[config.mk]
export PLATFORM = sky130hd
export DESIGN_NAME = dial_seq_player
export DESIGN_NICKNAME = d
export VERILOG_FILES = /design/src/rtl/dsp_pkg.sv /design/src/rtl/dsp_trig_sync.sv /design/src/rtl/dsp_step_prescaler.sv /design/src/rtl/dsp_seq_rom.sv /design/src/rtl/dial_seq_player.sv
export SDC_FILE = /design/constraint.sdc
export NUM_CORES = 1
export LEC_CHECK = 0
export ABC_CLOCK_PERIOD_IN_PS = 2000
export BUFFER_PORTS_ARGS = -buffer_cell sky130_fd_sc_hd__buf_2
export CAP_MARGIN = 20
export CORE_MARGIN = 3
export CORE_UTILIZATION = 35
export CTS_CLUSTER_DIAMETER = 50
export DETAILED_ROUTE_END_ITERATION = 10
export HOLD_SLACK_MARGIN = 0.03
export SLEW_MARGIN = 25
export SYNTH_ARGS = -nofsm -noshare
export SYNTH_HDL_FRONTEND = slang
export SYNTH_SLANG_ARGS = --single-unit
[constraint.sdc]
create_clock -name clk -period 2 [get_ports clk]
set_input_delay 0.4 -clock clk [delete_from_list [all_inputs] [get_ports clk]]
set_output_delay 0.4 -clock clk [all_outputs]
set_load 0.03 [all_outputs]
[src/rtl/dsp_pkg.sv]
package dsp_pkg;
  localparam int WORD_W     = 8;
  localparam int CODE_W     = WORD_W - 1;
  localparam int DEF_ADDR_W = 5;
  localparam int DEF_DEPTH  = 1 << DEF_ADDR_W;

  // Default table: idle word, seven dial codes, terminator, zero fill.
  function automatic logic [DEF_DEPTH*WORD_W-1:0] default_image();
    logic [DEF_DEPTH*WORD_W-1:0] img;
    img = '0;
    for (int i = 1; i <= 7; i++) begin
      img[i*WORD_W +: WORD_W] = {CODE_W'(i * 9 + 16), 1'b1};
    end
    img[8*WORD_W +: WORD_W] = 8'hFE;
    return img;
  endfunction

  // Run condition: trigger level or the stored hold-on flag.
  function automatic logic keep_running(logic trig_lo, logic [WORD_W-1:0] w);
    return trig_lo | w[0];
  endfunction

  // A clear hold-on flag away from the origin marks the end of a sequence.
  function automatic logic end_of_seq(logic at_origin, logic [WORD_W-1:0] w);
    return !at_origin && !w[0];
  endfunction

  function automatic logic [CODE_W-1:0] code_of(logic [WORD_W-1:0] w);
    return w[WORD_W-1:1];
  endfunction
endpackage

[src/rtl/dsp_trig_sync.sv]
module dsp_trig_sync (
  input  logic clk,
  input  logic rst,
  input  logic trig_n_i,
  output logic trig_lo_o
);
  logic stage1_q;
  logic stage2_q;

  always_ff @(posedge clk) begin
    if (rst) begin
      stage1_q <= 1'b1;
      stage2_q <= 1'b1;
    end else begin
      stage1_q <= trig_n_i;
      stage2_q <= stage1_q;
    end
  end

  assign trig_lo_o = !stage2_q;
endmodule

[src/rtl/dsp_step_prescaler.sv]
module dsp_step_prescaler #(
  parameter int STEP_DIV = 4
) (
  input  logic clk,
  input  logic rst,
  input  logic hold_i,
  output logic tick_o
);
  localparam int CNT_W = (STEP_DIV > 2) ? $clog2(STEP_DIV) : 1;
  localparam logic [CNT_W-1:0] LAST = CNT_W'(STEP_DIV - 1);
  localparam logic [CNT_W-1:0] INC  = CNT_W'(1);

  logic [CNT_W-1:0] cnt_q;

  assign tick_o = (cnt_q == LAST);

  always_ff @(posedge clk) begin
    if (rst || hold_i) begin
      cnt_q <= '0;
    end else if (tick_o) begin
      cnt_q <= '0;
    end else begin
      cnt_q <= cnt_q + INC;
    end
  end

  AST_TICK_SPACED: assert property (@(posedge clk) disable iff (rst)
    tick_o |=> !tick_o);
endmodule

[src/rtl/dsp_seq_rom.sv]
module dsp_seq_rom #(
  parameter int ADDR_W = dsp_pkg::DEF_ADDR_W,
  parameter logic [(1<<ADDR_W)*dsp_pkg::WORD_W-1:0] IMAGE = '0
) (
  input  logic [ADDR_W-1:0]          addr_i,
  output logic [dsp_pkg::WORD_W-1:0] word_o
);
  localparam int DEPTH = 1 << ADDR_W;

  logic [dsp_pkg::WORD_W-1:0] mem [DEPTH];

  for (genvar g = 0; g < DEPTH; g++) begin : g_word
    assign mem[g] = IMAGE[g*dsp_pkg::WORD_W +: dsp_pkg::WORD_W];
  end

  assign word_o = mem[addr_i];
endmodule

[src/rtl/dial_seq_player.sv]
module dial_seq_player #(
  parameter int ADDR_W   = dsp_pkg::DEF_ADDR_W,
  // Clock cycles per step; 25e6 gives two steps per second at 50 MHz.
  parameter int STEP_DIV = 25_000_000,
  parameter logic [(1<<ADDR_W)*dsp_pkg::WORD_W-1:0] ROM_IMAGE = dsp_pkg::default_image()
) (
  input  logic                       clk,
  input  logic                       rst,
  input  logic                       trig_n,
  output logic [dsp_pkg::CODE_W-1:0] code,
  output logic                       code_valid,
  output logic                       busy
);
  localparam logic [ADDR_W-1:0] ONE = ADDR_W'(1);

  logic                       trig_lo;
  logic [dsp_pkg::WORD_W-1:0] word;
  logic                       step_tick;
  logic [ADDR_W-1:0]          addr_q;
  logic                       step_q;
  logic                       at_origin;
  logic                       run;
  logic                       end_hit;
  logic                       park;

  dsp_trig_sync u_sync (
    .clk      (clk),
    .rst      (rst),
    .trig_n_i (trig_n),
    .trig_lo_o(trig_lo)
  );

  dsp_seq_rom #(.ADDR_W(ADDR_W), .IMAGE(ROM_IMAGE)) u_rom (
    .addr_i(addr_q),
    .word_o(word)
  );

  dsp_step_prescaler #(.STEP_DIV(STEP_DIV)) u_pre (
    .clk   (clk),
    .rst   (rst),
    .hold_i(park),
    .tick_o(step_tick)
  );

  assign at_origin = (addr_q == '0);
  assign run       = dsp_pkg::keep_running(trig_lo, word);
  assign end_hit   = dsp_pkg::end_of_seq(at_origin, word);
  assign park      = !run || end_hit;

  always_ff @(posedge clk) begin
    if (rst || park) begin
      addr_q <= '0;
      step_q <= 1'b0;
    end else begin
      step_q <= step_tick;
      if (step_tick) begin
        addr_q <= addr_q + ONE;
      end
    end
  end

  assign code       = dsp_pkg::code_of(word);
  assign code_valid = step_q && word[0];
  assign busy       = !park;

  AST_PARK_HOMES: assert property (@(posedge clk) disable iff (rst)
    park |=> (addr_q == '0));
  AST_HOLD_BETWEEN_TICKS: assert property (@(posedge clk) disable iff (rst)
    (!park && !step_tick) |=> $stable(addr_q));
  AST_STEP_BY_ONE: assert property (@(posedge clk) disable iff (rst)
    (!park && step_tick) |=> (addr_q == $past(addr_q) + ONE));
  AST_VALID_PULSE: assert property (@(posedge clk) disable iff (rst)
    code_valid |=> !code_valid);
  AST_NO_VALID_IDLE: assert property (@(posedge clk) disable iff (rst)
    !busy |-> !code_valid);
  AST_START_NEEDS_TRIGGER: assert property (@(posedge clk) disable iff (rst)
    $rose(busy) |-> trig_lo);
endmodule

==> results_dict.tcl, run 1 <==
set metrics [dict create \
    status "completed" \
    worstPathMaxFanout 5 \
    max-cap-violations 0 \
    synth-edff-count 0 \
    clock-sinks 33 \
    setup_viol 0 \
    gp_congestion 0.751 \
    synthTopCellsByArea "dfxtp_1 (40%), a21oi_1 (4.8%), xnor2_1 (4.7%)" \
    core_area_mm2 0.00447 \
    synth_top_area_share 0.396 \
    drtIter0Drc 57 \
    drt_first_pass_iters 4 \
    vias_per_cell 5.14 \
    layout-drive-gt1-share 0.244 \
    hold_depth 2 \
    hold_ws_ns 0.301 \
    diodes 0 \
    cp_slowest_cell "dfxtp_2" \
    end_kind "output port" \
    reg2regPathDepth 4 \
    fillerInstances 450 \
    insertion_delay_ns 0.28 \
    dp_hpwl_um 2370 \
    finalMaxSlewViolations 0 \
    area_delta_synth_final_pct 22.0 \
    synth_seq_cells 33 \
    ys_top_cells_by_count "dfxtp_1 (33), nor2_1 (19), a21oi_1 (16), nand3_1 (11), or3_1 (11)" \
    cts_tree "built" \
    crit_chain "inv_1, ha_2, nor2b_4, nand2_4, a21oi_4, buf_6" \
    wl_per_cell_um 12.4 \
    cts_htree_levels 2 \
    grtUsageTotal 0.128 \
    async_flop_share 0 \
    grt_max_degree 19 \
    synth_cells 192 \
    cts_buffers 5 \
    die_y_um 75.0 \
    avgSynthCellArea_um2 8.68 \
    synthFlopType "dfxtp_1" \
    yosys_warnings 0 \
    fin_crit_sh 0.963 \
    netlist_area_mm2 0.00167 \
    pwr_density_cell_mw_per_mm2 577 \
    crit_path_start_kind "flip-flop" \
    finalHoldViolations 0 \
    port_buffers 11 \
    grt_pass1_wl_um 5620 \
    antenna_found_initial 0 \
    cts_hold_buf 0 \
    clockBufferDepth 2 \
    grt_overflow 0 \
    clock_skew_ns 0.00154 \
    crit_arrival_ns 1.53 \
    syn_nets 200 \
    yosys.area.top_type "dfxtp_1" \
    p_leak_uw 0.000650 \
    nets 225 \
    clk_pin_slew_worst_paths_ns 0.06 \
    finalWirelength_um 3330 \
    io_pins 12 \
    critical_path.max_stage_delay_ns 0.32 \
    die_width_um 75.0 \
    tns_ns 0 \
    floorplan.initialDensity 0.372 \
    drc_errors 0 \
    die-area_mm2 0.00563 \
    cp.required_ns 1.60 \
    path_class "reg -> out" \
    ys_seq_area_frac 0.396 \
    vias 1382 \
    layout_min_cycle_time_ns 1.93 \
    yosysUniqueCellTypes 42 \
    grt_pass1_vias 1249 \
    min_path_type "in -> reg" \
    clock.fmax_mhz 519 \
    cts_root_buf "clkbuf_8" \
    std_cell_rows 24 \
    drtAntennaViolNets 0 \
    synthMostInstantiatedCell "dfxtp_1" \
    max-vdd-ir-drop_v 0.000371 \
    rsz0062_at_grt "false" \
]
==> repair_timing <==
item,in CTS,in global routing
gates resized for setup,8,15
endpoints found under the setup margin,7,35
pin swaps,0,2
buffers inserted,0,0
==> power breakdown <==
part | total [uW] | internal, uW | switching, uW
sequential | 666 | 661 | 5.03
combinational | 13.4 | 6.82 | 6.61
clock | 495 | 273 | 222
==> logic make-up after synthesis <==
| kind of cell | after synthesis | share of synthesized area |
|---|---|---|
| multiplexers | 1 | 0.00601 |
| buffers and inverters | 16 | 0.0488 |
| flip-flops | 33 | 0.396 |
| AO/OA/AOI/OAI | 33 | 0.124 |
| other | 1 | 0.00225 |
| XOR/XNOR | 15 | 0.0788 |
| AND/OR/NAND/NOR | 88 | 0.306 |
| adder cells (fa/ha/maj) | 5 | 0.0375 |
==> layer usage <==
layer | up-vias | global-route usage | routed length, um
li1 | 727 | - | -
met1 | 630 | 0.173 | 1680
met3 | 8 | 0.0401 | 98
met4 | 0 | 0.0474 | 68
met5 | - | 0 | 0
met2 | 17 | 0.191 | 1480
==> cell type report <==
class | count | area (um^2) | area share
Clock buffer | 7 | 86.3 | 0.0425
Inverter | 7 | 26.3 | 0.0129
Multi-Input combinational cell | 143 | 977 | 0.481
Sequential cell | 33 | 663 | 0.326
Tap cell | 52 | 65.1 | 0.0320
Timing Repair Buffer | 27 | 215 | 0.106
==> metrics by stage <==
| stage | utilization | instance area, um^2 | std cells | setup WS, ns | total power, uW |
|---|---|---|---|---|---|
| finish | 0.454 | 2030 | 269 | 0.0746 | 1170 |
| global placement | 0.421 | 1880 | 263 | 0.0961 | 692 |
| CTS | 0.444 | 1990 | 270 | -0.00614 | 1190 |
| floorplan | - | 1680 | 192 | 0.00224 | 686 |
| global route | 0.454 | 2030 | 269 | 0.00487 | 1230 |
| detailed placement | 0.421 | 1880 | 263 | 0.0412 | 692 |
==> final timing paths <==
path                   start         endpoint  slack, ns
max reg2reg  u_pre.cnt_q[15]        addr_q[0]       0.09
max                addr_q[1]          code[0]       0.07
min reg2reg  u_sync.stage1_q  u_sync.stage2_q       0.41
min                   trig_n  u_sync.stage1_q       0.30
==> flip-flops by register name, indices dropped and copies added, names as in the netlist <==
signal           flops
step_q               1
u_sync.stage2_q      1
u_pre.cnt_q         25
u_sync.stage1_q      1
addr_q               5
==> critical path, delay by kind of cell (launching register included) <==
kind / cells / cell delay [ns]
AO/OA/AOI/OAI: 1 / 0.20
adder cells (fa/ha/maj): 1 / 0.18
buffers and inverters: 2 / 0.23
flip-flops: 1 / 0.32
AND/OR/NAND/NOR: 2 / 0.32
==> layout by cell type, fill, tap and decap left out, types with 5 or more instances in the layout <==
cell and n:
nand2b_1 5, nand2_1 9, a21oi_1 13, xnor2_1 9
xor2_1 6, o21ai_0 8, clkbuf_8 6, nand4_1 5
nand3_1 11, dfxtp_1 31, inv_1 7, nor2_1 19
or3_1 10, buf_4 21
No activity file was read; power rests on OpenSTA's default activity.
==> inputs of run 2 (changes only) <==
Settings changed: ABC_CLOCK_PERIOD_IN_PS 2000 to 1690.
Clock period 2 ns to 1.69 ns, I/O delays scaled along.
==> run 2 against run 1 <==
Compared with the run above:
- the run now ends with negative setup slack left
- register-to-register slack lost 0.19 ns
- highest routed layer unchanged
- global-route usage grew 1.3 points
- non-clock buffer count grew 24
- core utilization grew 7.3 points
==> results_dict.tcl, run 2 (synthesized netlist as in run 1, its figures left out) <==
set metrics [dict create \
    status "finished, violations left" \
    violations "negative setup slack" \
    crit_top_cell "buf_6" \
    worstPathMaxFanout 3 \
    io_pins 12 \
    max-cap-violations 0 \
    drc_errors 0 \
    drtIter0Drc 69 \
    finalHoldViolations 0 \
    insertion_delay_ns 0.28 \
    pwr_density_cell_mw_per_mm2 593 \
    antenna_found_initial 0 \
    vias 1506 \
    die_y_um 75.0 \
    core_area_mm2 0.00447 \
    cts_hold_buf 0 \
    nets 249 \
    layout_commonest_cell "buf_4" \
    seqPwrFrac 0.560 \
    p_int_uw 1110 \
    grt_max_degree 26 \
    layout-drive-gt1-share 0.436 \
    wl_per_cell_um 12.2 \
    vias_per_cell 5.14 \
    regMostFlops "u_pre.cnt_q" \
    drt_first_pass_iters 4 \
    switching_power_uw 285 \
    biggestRegsByFlops "u_pre.cnt_q x25, addr_q x5" \
    critical_path.max_stage_delay_ns 0.35 \
    cp_slowest_cell "dfxtp_2" \
    clock_skew_ns 0.00453 \
    cts_tree "built" \
    finalPower_uw 1400 \
    die_width_um 75.0 \
    layout_min_cycle_time_ns 1.81 \
    crit_arrival_ns 1.48 \
    clock-sinks 33 \
    grt_overflow 0 \
    die-area_mm2 0.00563 \
    rsz0062_at_grt "true" \
    clk_pin_slew_worst_paths_ns 0.06 \
    cts_htree_levels 2 \
    max-vdd-ir-drop_v 0.000479 \
    clockPowerShare 0.424 \
    setup_viol 37 \
    finalMaxSlewViolations 0 \
    grt_pass1_vias 1369 \
    grtUsageTotal 0.141 \
    crit_chain "inv_4, ha_4, nor2b_4, buf_6, nor4b_4, buf_6" \
    final_cell_mix "buf_4 (39), dfxtp_1 (19), nor2_1 (18)" \
    cts_root_buf "clkbuf_8" \
    post_dp_cell_area_mm2 0.00210 \
    floorplan.initialDensity 0.372 \
    min_path_type "in -> reg" \
    port_buffers 11 \
    clock.fmax_mhz 551 \
    clockBufferDepth 2 \
    largest_reg_flops 25 \
    diodes 0 \
    area_delta_synth_final_pct 41.5 \
    crit_path_start_kind "flip-flop" \
    switching_share 0.204 \
    path_class "reg -> out" \
    dp_hpwl_um 2570 \
    finish.instance_area_mm2 0.00236 \
    fin_ws_ns -0.124 \
    cts_buffers 5 \
    end_kind "output port" \
    finalWirelength_um 3580 \
    p_comb_frac 0.016 \
    path_buf_inv 3 \
    gp_congestion 0.745 \
    drtAntennaViolNets 0 \
    fin_crit_sh 1.07 \
    grt_pass1_wl_um 5910 \
    hold_ws_ns 0.231 \
    p_leak_uw 0.000796 \
    cp.required_ns 1.35 \
    crit_family "flip-flops" \
    std_cell_rows 24 \
]
-- run 2: metal layers --
layer | track usage | part of all wire | routed length (um) | up-vias
li1 | - | - | - | 778
met1 | 0.172 | 0.49 | 1740 | 687
met2 | 0.223 | 0.46 | 1630 | 28
met3 | 0.0374 | 0.029 | 103 | 13
met4 | 0.0791 | 0.031 | 110 | 0
met5 | 0 | 0 | 0 | -
-- run 2: layout make-up --
cell class                 count  area, um^2
fill                         411        2120
multi-input combinational    143        1070
sequential                    33         681
timing repair buffer          51         424
clock buffer                   7        86.3
tap                           52        65.1
inverter                       7        28.8
-- run 2: what timing repair did --
| item | in CTS | in global routing |
|---|---|---|
| setup endpoints to repair | 38 | 39 |
| buffers inserted | 3 | 0 |
| resized for setup | 31 | 13 |
| pin swaps | 5 | 7 |
-- run 2: power by group through the flow --
stage	registers, uW	clock network [uW]	logic [uW]
after floorplan	800	0	14.1
after global placement	801	0	21.6
after detailed placement	801	0	21.9
after CTS	783	619	22.4
after global routing	782	649	25.1
final	782	593	22.8
-- run 2: final timing paths --
kind | slack, ns | from | depth (start not counted) | to
max | -0.12 | addr_q[1] | 6 | code_valid
min | 0.23 | trig_n | 2 | u_sync.stage1_q
max reg2reg | -0.10 | u_pre.cnt_q[2] | 4 | u_pre.cnt_q[23]
min reg2reg | 0.41 | u_sync.stage1_q | 1 | u_sync.stage2_q
-- run 2: through the flow --
step           TNS [ns]   util  std cells  worst slack [ns]
6_report          -2.08  0.527        293            -0.124
5_1_grt           -4.28  0.527        293            -0.185
4_1_cts           -2.15  0.515        294            -0.185
3_5_place_dp      -3.24  0.470        284            -0.181
3_3_place_gp      -2.33  0.470        284            -0.163
2_1_floorplan     -1.69      -        192           -0.0774
==> inputs of run 3 (changes only) <==
Settings changed: SYNTH_HIERARCHICAL set to 1.
==> run 3 against run 2 <==
Compared with the run above:
- the flow still finishes with violations (negative setup slack)
- global-route usage rose by 0.46 points
- sequential share of layout area fell by 2.9 points
- non-clock buffer count rose by 16
- clock power fell by 0.8%
- core utilization rose by 6.6 points
- sequential power fell by 1%
- setup slack got worse by 0.064 ns
- combinational power rose by 96%
- highest routed layer unchanged
==> results_dict.tcl, run 3 <==
set metrics [dict create \
    met3_usage 0.0356 \
    layout_commonest_cell "buf_4" \
    worstMarginPinSlew_ns 0.276 \
    drtAntennaViolNets 0 \
    yosysUniqueCellTypes 38 \
    finalHoldViolations 0 \
    finalWirelength_um 4430 \
    synth-edff-count 0 \
    status "finished, violations left" \
    path_class "reg -> out" \
    r2r_start "u_pre/cnt_q[7]" \
    wl_per_cell_um 14.3 \
    fillerInstances 382 \
    vias_per_cell 5.30 \
    final_cell_mix "buf_4 (45), dfxtp_1 (18), buf_6 (17)" \
    die_width_um 75.4 \
    drc_errors 0 \
    clk_pin_slew_worst_paths_ns 0.07 \
    synth_top_area_share 0.392 \
    clock-sinks 33 \
    drt_first_pass_iters 4 \
    pre_cts_slack_ns -0.0543 \
    cts_tree "built" \
    avgSynthCellArea_um2 8.96 \
    synth_seq_cells 33 \
    r2r-end "u_pre/cnt_q[23]" \
    die_y_um 75.4 \
    top_usage_layer "met2" \
    vias 1638 \
    regMostFlops "u_pre/cnt_q" \
    core_area_mm2 0.00450 \
    diodes 0 \
    violations "negative setup slack" \
    finalMaxSlewViolations 0 \
    insertion_delay_ns 0.28 \
    synthTopCellsByArea "dfxtp_1 (39%), xor2_1 (6.8%), a21oi_1 (4.8%)" \
    grt_overflow 0 \
    antenna_found_initial 0 \
    yosys.area.top_type "dfxtp_1" \
    syn_nets 195 \
    cts_root_buf "clkbuf_8" \
    rsz0062_at_grt "true" \
    grt_max_degree 21 \
    dp_hpwl_um 2680 \
    netlist_area_mm2 0.00168 \
    crit_path_start_kind "flip-flop" \
    fin_crit_sh 1.11 \
    die-area_mm2 0.00568 \
    ys_top_cells_by_count "dfxtp_1 (33), nor2_1 (17), a21oi_1 (16), xor2_1 (13), nand4_1 (11)" \
    slew_headroom 0.815 \
    synth_cells 188 \
    met1_usage 0.184 \
    async_flop_share 0 \
    synthFlopType "dfxtp_1" \
    rrSetupSlack_ns -0.07 \
    std_cell_rows 24 \
    max-cap-violations 0 \
    io_pins 12 \
    cts_buffers 5 \
    grt_pass1_vias 1405 \
    grt_pass1_wl_um 6310 \
    setup_viol 29 \
    floorplan.initialDensity 0.374 \
    largest_reg_flops 25 \
    drtIter0Drc 55 \
    grtUsageTotal 0.145 \
    cp.required_ns 1.35 \
    clockBufferDepth 2 \
    ys_seq_area_frac 0.392 \
    clock_skew_ns 0.00473 \
    crit_start "addr_q[0]" \
    biggestRegsByFlops "u_pre/cnt_q x25, addr_q x5" \
    worstPathMaxFanout 5 \
    p_leak_uw 0.000968 \
    end_kind "output port" \
    fin_ws_ns -0.188 \
    synthMostInstantiatedCell "dfxtp_1" \
    clock.fmax_mhz 533 \
    reg2regPathDepth 5 \
    layout_min_cycle_time_ns 1.88 \
    yosys_warnings 6 \
    crit_arrival_ns 1.54 \
    gp_congestion 0.731 \
    tns_ns -2.19 \
    port_buffers 11 \
    gr-usage-met2 0.244 \
    max-vdd-ir-drop_v 0.000372 \
    area_delta_synth_final_pct 58.6 \
    cts_htree_levels 2 \
    nets 264 \
    pwr_density_cell_mw_per_mm2 526 \
    min_path_type "in -> reg" \
    crit_path_end "code[5]" \
    layout-drive-gt1-share 0.591 \
    fin_util 0.593 \
]
==> run 3: cell count changes in the layout (fill, tap and decap cells not counted), sizes merged, moves of 3 or more <==
cell   delta
xnor2     -7
nor4      -3
or4       +6
o31ai     +8
xor2      +7
or3      -10
buf      +14
o21ai     -6
nor2      +3
nand4     +5
==> run 3: layout make-up <==
class / instances / area, um^2 / share of cell area
sequential: 33 / 694 / 0.260
tap: 52 / 65.1 / 0.0244
inverter: 5 / 18.8 / 0.00703
clock buffer: 7 / 86.3 / 0.0323
timing repair buffer: 67 / 609 / 0.228
multi-input combinational: 145 / 1200 / 0.448
==> run 3: power breakdown <==
group	switching, uW	internal (uW)	total [uW]
clock network	265	323	588
logic	22.5	22.3	44.8
registers	0.849	771	772
total	288	1120	1400
==> run 3: routing by layer <==
| metal | share of wire | vias up |
|---|---|---|
| li1 | - | 829 |
| met2 | 0.51 | 21 |
| met3 | 0.026 | 8 |
| met1 | 0.45 | 780 |
| met4 | 0.015 | 0 |
| met5 | 0 | - |
==> run 3: cell families (layout without fill, tap and decap cells) <==
group                      after synthesis  after routing  synth area share
and+or+nand+nor                         93             93             0.329
adders and majority gates                4              4            0.0297
xor gates and xnor gates                15             15            0.0780
buffers and inverters                   10             79            0.0386
muxes                                    1              1           0.00594
AOI/OAI and AO/OA                       32             32             0.126
DFF                                     33             33             0.392
==> run 3: stage by stage <==
stage          hold WS, ns  instance area (um^2)  total power, uW  cells
2_1_floorplan        0.385                  1720              815    188
3_3_place_gp         0.394                  2080              825    282
3_5_place_dp         0.400                  2080              825    282
4_1_cts              0.231                  2300             1420    296
5_1_grt              0.248                  2670             1450    309
6_report             0.238                  2670             1400    309
==> run 3: worst min-delay path by stage <==
stage,slack (ns),endpoint,start,cells after the start
finish,0.24,u_sync/stage1_q,trig_n,2
global route,0.25,u_sync/stage1_q,trig_n,2
CTS,0.23,u_sync/stage1_q,trig_n,2
detailed placement,0.40,u_sync/stage2_q,u_sync/stage1_q,1
global placement,0.39,u_sync/stage2_q,u_sync/stage1_q,1
floorplan,0.39,u_sync/stage2_q,u_sync/stage1_q,1
==> run 3: repair_timing <==
item,in CTS,in global routing
gates cloned,0,3
hold buffers,0,0
endpoints found under the setup margin,11,39
resized for setup,31,68
pin swaps,14,23
buffers inserted,8,10
==> run 3: worst max-delay path: stages, from the launching register on <==
cell     delay (ns)
dfxtp_4        0.34
or4b_4         0.59
a21oi_1        0.15
buf_4          0.17
